**src/rtl/lane_cmp_pkg.sv**
```systemverilog
package lane_cmp_pkg;

    localparam int SEL_W  = 4;
    localparam int COND_W = 3;
    localparam int BOP_W  = 2;

    // lane field codes held in select bits [2:0]
    localparam logic [2:0] LANE_HALF_LO = 3'd4;
    localparam logic [2:0] LANE_HALF_HI = 3'd5;

    typedef enum logic [COND_W-1:0] {
        CC_NEVER  = 3'd0,
        CC_LT     = 3'd1,
        CC_EQ     = 3'd2,
        CC_LE     = 3'd3,
        CC_GT     = 3'd4,
        CC_NE     = 3'd5,
        CC_GE     = 3'd6,
        CC_ALWAYS = 3'd7
    } cmp_cond_e;

    typedef enum logic [BOP_W-1:0] {
        BOP_AND     = 2'd0,
        BOP_OR      = 2'd1,
        BOP_XOR     = 2'd2,
        BOP_AND_ALT = 2'd3
    } pred_bop_e;

    typedef struct packed {
        logic vld;
        logic p_t;
        logic p_f;
    } pred_state_t;

endpackage

```
**src/rtl/lane_cmp_extract.sv**
```systemverilog
module lane_cmp_extract
    import lane_cmp_pkg::*;
#(
    parameter int DATA_W = 32
) (
    input  logic [DATA_W-1:0] word_i,
    input  logic [SEL_W-1:0]  sel_i,
    output logic [DATA_W:0]   lane_o
);
    localparam int N_BYTE = 4;
    localparam int N_HALF = 2;
    localparam int BYTE_W = DATA_W / N_BYTE;
    localparam int HALF_W = DATA_W / N_HALF;

    logic              is_signed;
    logic [DATA_W:0]   byte_ext [N_BYTE];
    logic [DATA_W:0]   half_ext [N_HALF];
    logic [DATA_W:0]   word_ext;

    assign is_signed = sel_i[SEL_W-1];

    for (genvar k = 0; k < N_BYTE; k++) begin : g_byte
        assign byte_ext[k] = {{(DATA_W+1-BYTE_W){is_signed & word_i[k*BYTE_W+BYTE_W-1]}},
                              word_i[k*BYTE_W +: BYTE_W]};
    end

    for (genvar h = 0; h < N_HALF; h++) begin : g_half
        assign half_ext[h] = {{(DATA_W+1-HALF_W){is_signed & word_i[h*HALF_W+HALF_W-1]}},
                              word_i[h*HALF_W +: HALF_W]};
    end

    assign word_ext = {is_signed & word_i[DATA_W-1], word_i};

    always_comb begin
        if (sel_i[2] == 1'b0) begin
            lane_o = byte_ext[sel_i[1:0]];
        end else if (sel_i[2:0] == LANE_HALF_LO) begin
            lane_o = half_ext[0];
        end else if (sel_i[2:0] == LANE_HALF_HI) begin
            lane_o = half_ext[1];
        end else begin
            lane_o = word_ext;
        end
    end

endmodule

```
**src/rtl/lane_cmp_compare.sv**
```systemverilog
module lane_cmp_compare
    import lane_cmp_pkg::*;
#(
    parameter int DATA_W = 32
) (
    input  logic [DATA_W:0]   a_i,
    input  logic [DATA_W:0]   b_i,
    input  logic [COND_W-1:0] cond_i,
    output logic              hit_o
);
    logic lt, eq, gt;

    // one extra bit keeps each operand's own signedness exact
    assign lt = $signed(a_i) < $signed(b_i);
    assign eq = (a_i == b_i);
    assign gt = ~lt & ~eq;

    // condition bits: [0] accepts less, [1] accepts equal, [2] accepts greater
    assign hit_o = |(cond_i & {gt, eq, lt});

endmodule

```
**src/rtl/lane_cmp_combine.sv**
```systemverilog
module lane_cmp_combine
    import lane_cmp_pkg::*;
(
    input  logic             hit_i,
    input  logic             src_pred_i,
    input  logic             src_inv_i,
    input  logic [BOP_W-1:0] bop_i,
    output logic             pred_t_o,
    output logic             pred_f_o
);
    logic eff_pred;
    logic raw [2];
    logic merged [2];

    assign eff_pred = src_pred_i ^ src_inv_i;
    assign raw[0]   = hit_i;
    assign raw[1]   = ~hit_i;

    for (genvar i = 0; i < 2; i++) begin : g_merge
        always_comb begin
            case (pred_bop_e'(bop_i))
                BOP_OR:  merged[i] = raw[i] | eff_pred;
                BOP_XOR: merged[i] = raw[i] ^ eff_pred;
                default: merged[i] = raw[i] & eff_pred;
            endcase
        end
    end

    assign pred_t_o = merged[0];
    assign pred_f_o = merged[1];

endmodule

```
**src/rtl/lane_cmp_pred.sv**
```systemverilog
module lane_cmp_pred
    import lane_cmp_pkg::*;
#(
    parameter int DATA_W = 32,
    parameter int IMM_W  = 16
) (
    input  logic              clk,
    input  logic              rst,
    input  logic              in_valid,
    input  logic [DATA_W-1:0] op_a,
    input  logic [DATA_W-1:0] op_b,
    input  logic [IMM_W-1:0]  imm_b,
    input  logic              b_is_reg,
    input  logic [SEL_W-1:0]  sel_a,
    input  logic [SEL_W-1:0]  sel_b,
    input  logic [COND_W-1:0] cond,
    input  logic [BOP_W-1:0]  bool_op,
    input  logic              src_pred,
    input  logic              src_pred_inv,
    output logic              out_valid,
    output logic              pred_t,
    output logic              pred_f
);
    localparam int EXT_W = DATA_W + 1;

    logic [EXT_W-1:0] a_lane, b_lane, b_imm, b_val;
    logic             hit, nxt_t, nxt_f;
    pred_state_t      state_d, state_q;

    lane_cmp_extract #(.DATA_W(DATA_W)) u_ext_a (
        .word_i (op_a),
        .sel_i  (sel_a),
        .lane_o (a_lane)
    );

    lane_cmp_extract #(.DATA_W(DATA_W)) u_ext_b (
        .word_i (op_b),
        .sel_i  (sel_b),
        .lane_o (b_lane)
    );

    assign b_imm = {{(EXT_W-IMM_W){sel_b[SEL_W-1] & imm_b[IMM_W-1]}}, imm_b};
    assign b_val = b_is_reg ? b_lane : b_imm;

    lane_cmp_compare #(.DATA_W(DATA_W)) u_cmp (
        .a_i    (a_lane),
        .b_i    (b_val),
        .cond_i (cond),
        .hit_o  (hit)
    );

    lane_cmp_combine u_comb (
        .hit_i      (hit),
        .src_pred_i (src_pred),
        .src_inv_i  (src_pred_inv),
        .bop_i      (bool_op),
        .pred_t_o   (nxt_t),
        .pred_f_o   (nxt_f)
    );

    always_comb begin
        state_d     = state_q;
        state_d.vld = in_valid;
        if (in_valid) begin
            state_d.p_t = nxt_t;
            state_d.p_f = nxt_f;
        end
    end

    always_ff @(posedge clk) begin
        if (rst) begin
            state_q <= '0;
        end else begin
            state_q <= state_d;
        end
    end

    assign out_valid = state_q.vld;
    assign pred_t    = state_q.p_t;
    assign pred_f    = state_q.p_f;

endmodule


```
**config.mk**
```make
export PLATFORM = sky130hd
export DESIGN_NAME = lane_cmp_pred
export DESIGN_NICKNAME = d
export VERILOG_FILES = /design/src/rtl/lane_cmp_pkg.sv /design/src/rtl/lane_cmp_extract.sv /design/src/rtl/lane_cmp_compare.sv /design/src/rtl/lane_cmp_combine.sv /design/src/rtl/lane_cmp_pred.sv
export SDC_FILE = /design/constraint.sdc
export NUM_CORES = 1
export LEC_CHECK = 0
export CORE_ASPECT_RATIO = 0.6
export CORE_MARGIN = 4
export CORE_UTILIZATION = 38
export CTS_CLUSTER_DIAMETER = 200
export DETAILED_ROUTE_END_ITERATION = 10
export DONT_BUFFER_PORTS = 1
export GPL_ROUTABILITY_DRIVEN = 0
export SLEW_MARGIN = 10
export SYNTH_ARGS = -nofsm -noshare
export SYNTH_HDL_FRONTEND = slang
export SYNTH_HIERARCHICAL = 1
export SYNTH_SLANG_ARGS = --single-unit
export TNS_END_PERCENT = 30
```
**constraint.sdc**
```tcl
create_clock -name clk -period 9.7 [get_ports clk]
set_input_delay 2.425 -clock clk [delete_from_list [all_inputs] [get_ports clk]]
set_output_delay 2.425 -clock clk [all_outputs]
set_load 0.03 [all_outputs]
```
==> flow_results.xml <==
<?xml version="1.0" encoding="UTF-8"?>
<metrics>
  <group name="cts">
    <metric name="cts.sink_count" unit="">3</metric>
    <metric name="clk_pin_slew_worst_paths" unit="ps">30</metric>
    <metric name="clk_path_buf_depth" unit="">2</metric>
    <metric name="insertion_delay" unit="ps">220</metric>
    <metric name="cts.hold.buffers_added" unit="">0</metric>
    <metric name="postCtsResizedCells" unit="">0</metric>
    <metric name="cts_buffers" unit="">3</metric>
    <metric name="cts_tree" unit="">yes</metric>
    <metric name="cts-htree-levels" unit="">1</metric>
    <metric name="cts_setup_buffers" unit="">0</metric>
    <metric name="clock_tree.root_cell" unit="">sky130_fd_sc_hd__clkbuf_16</metric>
  </group>
  <group name="synth">
    <metric name="yosysSeqAreaShare" unit="">0.01778</metric>
    <metric name="cell_with_the_most_instances_after_synthesis" unit="">sky130_fd_sc_hd__nand2_1</metric>
    <metric name="fraction_of_the_mapped_netlist_area_in_adder_cells" unit="">0.1371</metric>
    <metric name="synthTopCellsByArea" unit="">sky130_fd_sc_hd__nand2_1 (14%), sky130_fd_sc_hd__ha_1 (14%), sky130_fd_sc_hd__mux2i_1 (11%), sky130_fd_sc_hd__a21oi_1 (8.6%), sky130_fd_sc_hd__buf_6 (5.3%)</metric>
    <metric name="ys_async_sr_fraction" unit="">0</metric>
    <metric name="yosys.area_share.simple" unit="">0.2590</metric>
    <metric name="synth_commonest_cells" unit="">sky130_fd_sc_hd__nand2_1 (129), sky130_fd_sc_hd__a21oi_1 (58), sky130_fd_sc_hd__inv_1 (46)</metric>
    <metric name="share_of_the_synthesized_area_in_compound_gates_ao_oa_aoi_oai" unit="">0.2605</metric>
    <metric name="synth_top_flop_cell" unit="">sky130_fd_sc_hd__dfxtp_1</metric>
    <metric name="mappedNetlistNets" unit="">617</metric>
    <metric name="syn_inst" unit="">481</metric>
    <metric name="xor_and_xnor_area_share_after_synthesis" unit="">0.002594</metric>
    <metric name="main_combinational_cell_family_by_area_after_synthesis" unit="">compound AO/OA/AOI/OAI gates</metric>
    <metric name="synth_area_leader_cell" unit="">sky130_fd_sc_hd__nand2_1</metric>
    <metric name="yosys_warnings" unit="">6</metric>
    <metric name="synth-edff-count" unit="">0</metric>
    <metric name="synth.mux.area_fraction" unit="">0.1867</metric>
    <metric name="synth.cell_area" unit="um2">3377</metric>
    <metric name="ys_types" unit="">50</metric>
    <metric name="syn_area_per_cell" unit="um2">7.021</metric>
    <metric name="post-synth-top-area-fraction" unit="">0.1434</metric>
    <metric name="synth_seq_cells" unit="">3</metric>
  </group>
  <group name="finish">
    <metric name="design_area" unit="um2">3308</metric>
    <metric name="layout-drive-gt1-share" unit="">0.09333</metric>
    <metric name="fill_cells" unit="">898</metric>
    <metric name="syn2layout_area_growth" unit="%">-2.038</metric>
    <metric name="finalNetCount" unit="">587</metric>
    <metric name="diodes" unit="">0</metric>
  </group>
  <group name="placed_design">
    <metric name="dpl_cell_area" unit="um2">3229</metric>
    <metric name="dp_hpwl" unit="mm">8.642</metric>
    <metric name="io_buffers" unit="">0</metric>
  </group>
  <group name="timing">
    <metric name="setup_repair_after_global_routing_missed_its_margin" unit="">false</metric>
    <metric name="hold_violations" unit="">0</metric>
    <metric name="final_max_slew_viol_count" unit="">0</metric>
    <metric name="layout_worst_path_cycle_share" unit="">0.6225</metric>
    <metric name="fin_tns_setup" unit="ps">0</metric>
    <metric name="final.min_clock_period" unit="ps">6039</metric>
    <metric name="max_slew_margin" unit="">0.4953</metric>
    <metric name="timing.final.setup_violations" unit="">0</metric>
    <metric name="tightestPinTransition" unit="ps">738.0</metric>
    <metric name="timing.fmax" unit="MHz">165.6</metric>
    <metric name="skew" unit="ps">0</metric>
  </group>
  <group name="die">
    <metric name="die_x" unit="um">129.7</metric>
    <metric name="fp.coreArea" unit="um2">8588</metric>
    <metric name="design.die.area" unit="um2">10510</metric>
    <metric name="rows" unit="">26</metric>
    <metric name="die_height" unit="um">81.02</metric>
    <metric name="floorplan.initialDensity" unit="">0.3932</metric>
    <metric name="ioPinCount" unit="">102</metric>
  </group>
  <group name="critical_path">
    <metric name="worst_setup_path_start_kind" unit="">primary input</metric>
    <metric name="worstPathRequired" unit="ps">9810</metric>
    <metric name="timing.critical_path.fanout_max" unit="">24</metric>
    <metric name="setup.worst_path.class" unit="">primary input to flop</metric>
    <metric name="cp_data_arrival_time" unit="ps">6150</metric>
    <metric name="critical_path.endpoint_type" unit="">flop</metric>
  </group>
  <group name="global_route">
    <metric name="grt_pass1_wl" unit="mm">16.09</metric>
    <metric name="antenna_violations_before_repair" unit="">0</metric>
    <metric name="grt_usage" unit="">0.1880</metric>
    <metric name="via_count_of_the_first_global_routing_pass" unit="">3151</metric>
    <metric name="globalRouteOverflowTotal" unit="">0</metric>
    <metric name="grt_start_max_net_pins" unit="">47</metric>
  </group>
  <group name="status">
    <metric name="outcome" unit="">completed</metric>
  </group>
  <group name="power_and_ir_drop">
    <metric name="combinationalPowerShare" unit="">0.674</metric>
    <metric name="internal_power_summed_over_all_cells" unit="mW">0.1467</metric>
    <metric name="power_switching_share" unit="">0.4170</metric>
    <metric name="leakage" unit="nW">1.591</metric>
    <metric name="irDropWorstVdd" unit="mV">0.04139</metric>
    <metric name="power_frac_clock" unit="">0.260</metric>
    <metric name="p_sw" unit="mW">0.1049</metric>
    <metric name="p_per_area" unit="nW/um2">76.07</metric>
    <metric name="sequentialPowerShare" unit="">0.066</metric>
  </group>
  <group name="worst_hold_path">
    <metric name="holdCritPathClass" unit="">flop to flop</metric>
  </group>
  <group name="routing">
    <metric name="route.vias.total" unit="">3316</metric>
    <metric name="detail_route.drc_violations" unit="">0</metric>
    <metric name="route.detailed.wl_per_inst" unit="um">18.40</metric>
    <metric name="post_drt_via_cell_ratio" unit="">5.900</metric>
    <metric name="route.antenna.remaining_nets" unit="">0</metric>
    <metric name="firstDrtPassIters" unit="">7</metric>
    <metric name="first_iter_violations" unit="">318</metric>
    <metric name="routed_wl" unit="mm">10.34</metric>
  </group>
  <group name="flow_run">
    <metric name="max_cap_violations" unit="">0</metric>
  </group>
</metrics>
-- final timing paths --
kind	startpoint	end	slack (ps)	depth (start not counted)
hold / removal	pred_f	pred_f	660	2
setup / recovery	sel_b[2]	pred_t	3660	18
hold reg to reg	pred_f	pred_f	660	2
setup reg to reg	pred_t	pred_t	8900	2
-- per-stage QoR --
step	power (mW)	cells	hold WS, ps	setup WS, ps	util
3_5_place_dp	0.1858	558	654.0	3415	0.3760
5_1_grt	0.2765	562	698.5	3324	0.3852
2_1_floorplan	0.1741	481	629.9	4051	-
6_report	0.2517	562	657.4	3661	0.3852
3_3_place_gp	0.1806	558	651.4	3575	0.3760
4_1_cts	0.2525	562	660.2	3639	0.3852
-- cell type report --
type / instances / area (um2) / area share
flip-flops and latches: 3 / 60.06 / 0.01815
multi-input cells: 397 / 2856 / 0.8635
well taps: 112 / 140.1 / 0.04236
inverters: 46 / 172.7 / 0.05219
clock buffers: 4 / 78.83 / 0.02383
-- layer usage --
layer,GRT usage,up-vias,wire [um]
met2,0.3016,129,4602
li1,-,1640,-
met5,0,-,0
met4,0.02593,0,68
met3,0.03548,7,947
met1,0.2680,1540,4720
-- cells in the final DEF, fill, tap and decap left out, types with 3 or more instances in the layout --
| cell | netlist | layout |
|---|---|---|
| sky130_fd_sc_hd__nand2_1 | 129 | 129 |
| sky130_fd_sc_hd__a21oi_1 | 58 | 58 |
| sky130_fd_sc_hd__inv_1 | 46 | 46 |
| sky130_fd_sc_hd__ha_1 | 37 | 37 |
| sky130_fd_sc_hd__mux2i_1 | 36 | 36 |
| sky130_fd_sc_hd__a221o_1 | 15 | 15 |
| sky130_fd_sc_hd__nand3b_1 | 15 | 15 |
| sky130_fd_sc_hd__mux2_4 | 12 | 12 |
| sky130_fd_sc_hd__a31oi_1 | 10 | 10 |
| sky130_fd_sc_hd__o21ai_0 | 9 | 9 |
| sky130_fd_sc_hd__a31oi_2 | 8 | 8 |
| sky130_fd_sc_hd__nor2_1 | 6 | 6 |
| sky130_fd_sc_hd__nand4_1 | 6 | 6 |
| sky130_fd_sc_hd__nor2b_1 | 5 | 5 |
| sky130_fd_sc_hd__nand2b_1 | 5 | 5 |
| sky130_fd_sc_hd__mux2_2 | 4 | 4 |
| sky130_fd_sc_hd__clkbuf_16 | 0 | 3 |
| sky130_fd_sc_hd__dfxtp_1 | 3 | 3 |
| sky130_fd_sc_hd__nand3_1 | 3 | 3 |
-- worst max-delay path, stage by stage --
cell	delay [ps]
sky130_fd_sc_hd__inv_1	330
sky130_fd_sc_hd__o221a_4	480
sky130_fd_sc_hd__a31oi_1	90
sky130_fd_sc_hd__mux2_4	260
sky130_fd_sc_hd__inv_1	60
sky130_fd_sc_hd__ha_1	240
sky130_fd_sc_hd__and4_1	210
sky130_fd_sc_hd__a2111oi_0	660
sky130_fd_sc_hd__o2bb2ai_1	200
sky130_fd_sc_hd__a2bb2oi_1	170
sky130_fd_sc_hd__nor2_1	180
sky130_fd_sc_hd__inv_1	90
sky130_fd_sc_hd__ha_1	300
sky130_fd_sc_hd__inv_1	40
sky130_fd_sc_hd__a21oi_1	130
sky130_fd_sc_hd__a21oi_1	90
sky130_fd_sc_hd__mux2i_1	130
sky130_fd_sc_hd__nor2_1	60
-- cell families after synthesis --
group | after synthesis
compound gates | 122
xor+xnor | 1
fa+ha+maj | 37
buf+inv | 81
flops | 3
mux | 54
simple gates | 183
-- power by group through the flow --
stage / clock network [mW] / logic (mW) / registers [mW]
4_1_cts: 0.0662 / 0.170 / 0.0165
3_3_place_gp: 0 / 0.164 / 0.0167
5_1_grt: 0.0677 / 0.192 / 0.0166
6_report: 0.0654 / 0.170 / 0.0165
2_1_floorplan: 0 / 0.158 / 0.0165
3_5_place_dp: 0 / 0.169 / 0.0167
-- state kept, by name, indices dropped and copies added (netlist names) --
signal / count
pred_t: 1
pred_f: 1
out_valid: 1
No activity file was read; power rests on OpenSTA's default activity.
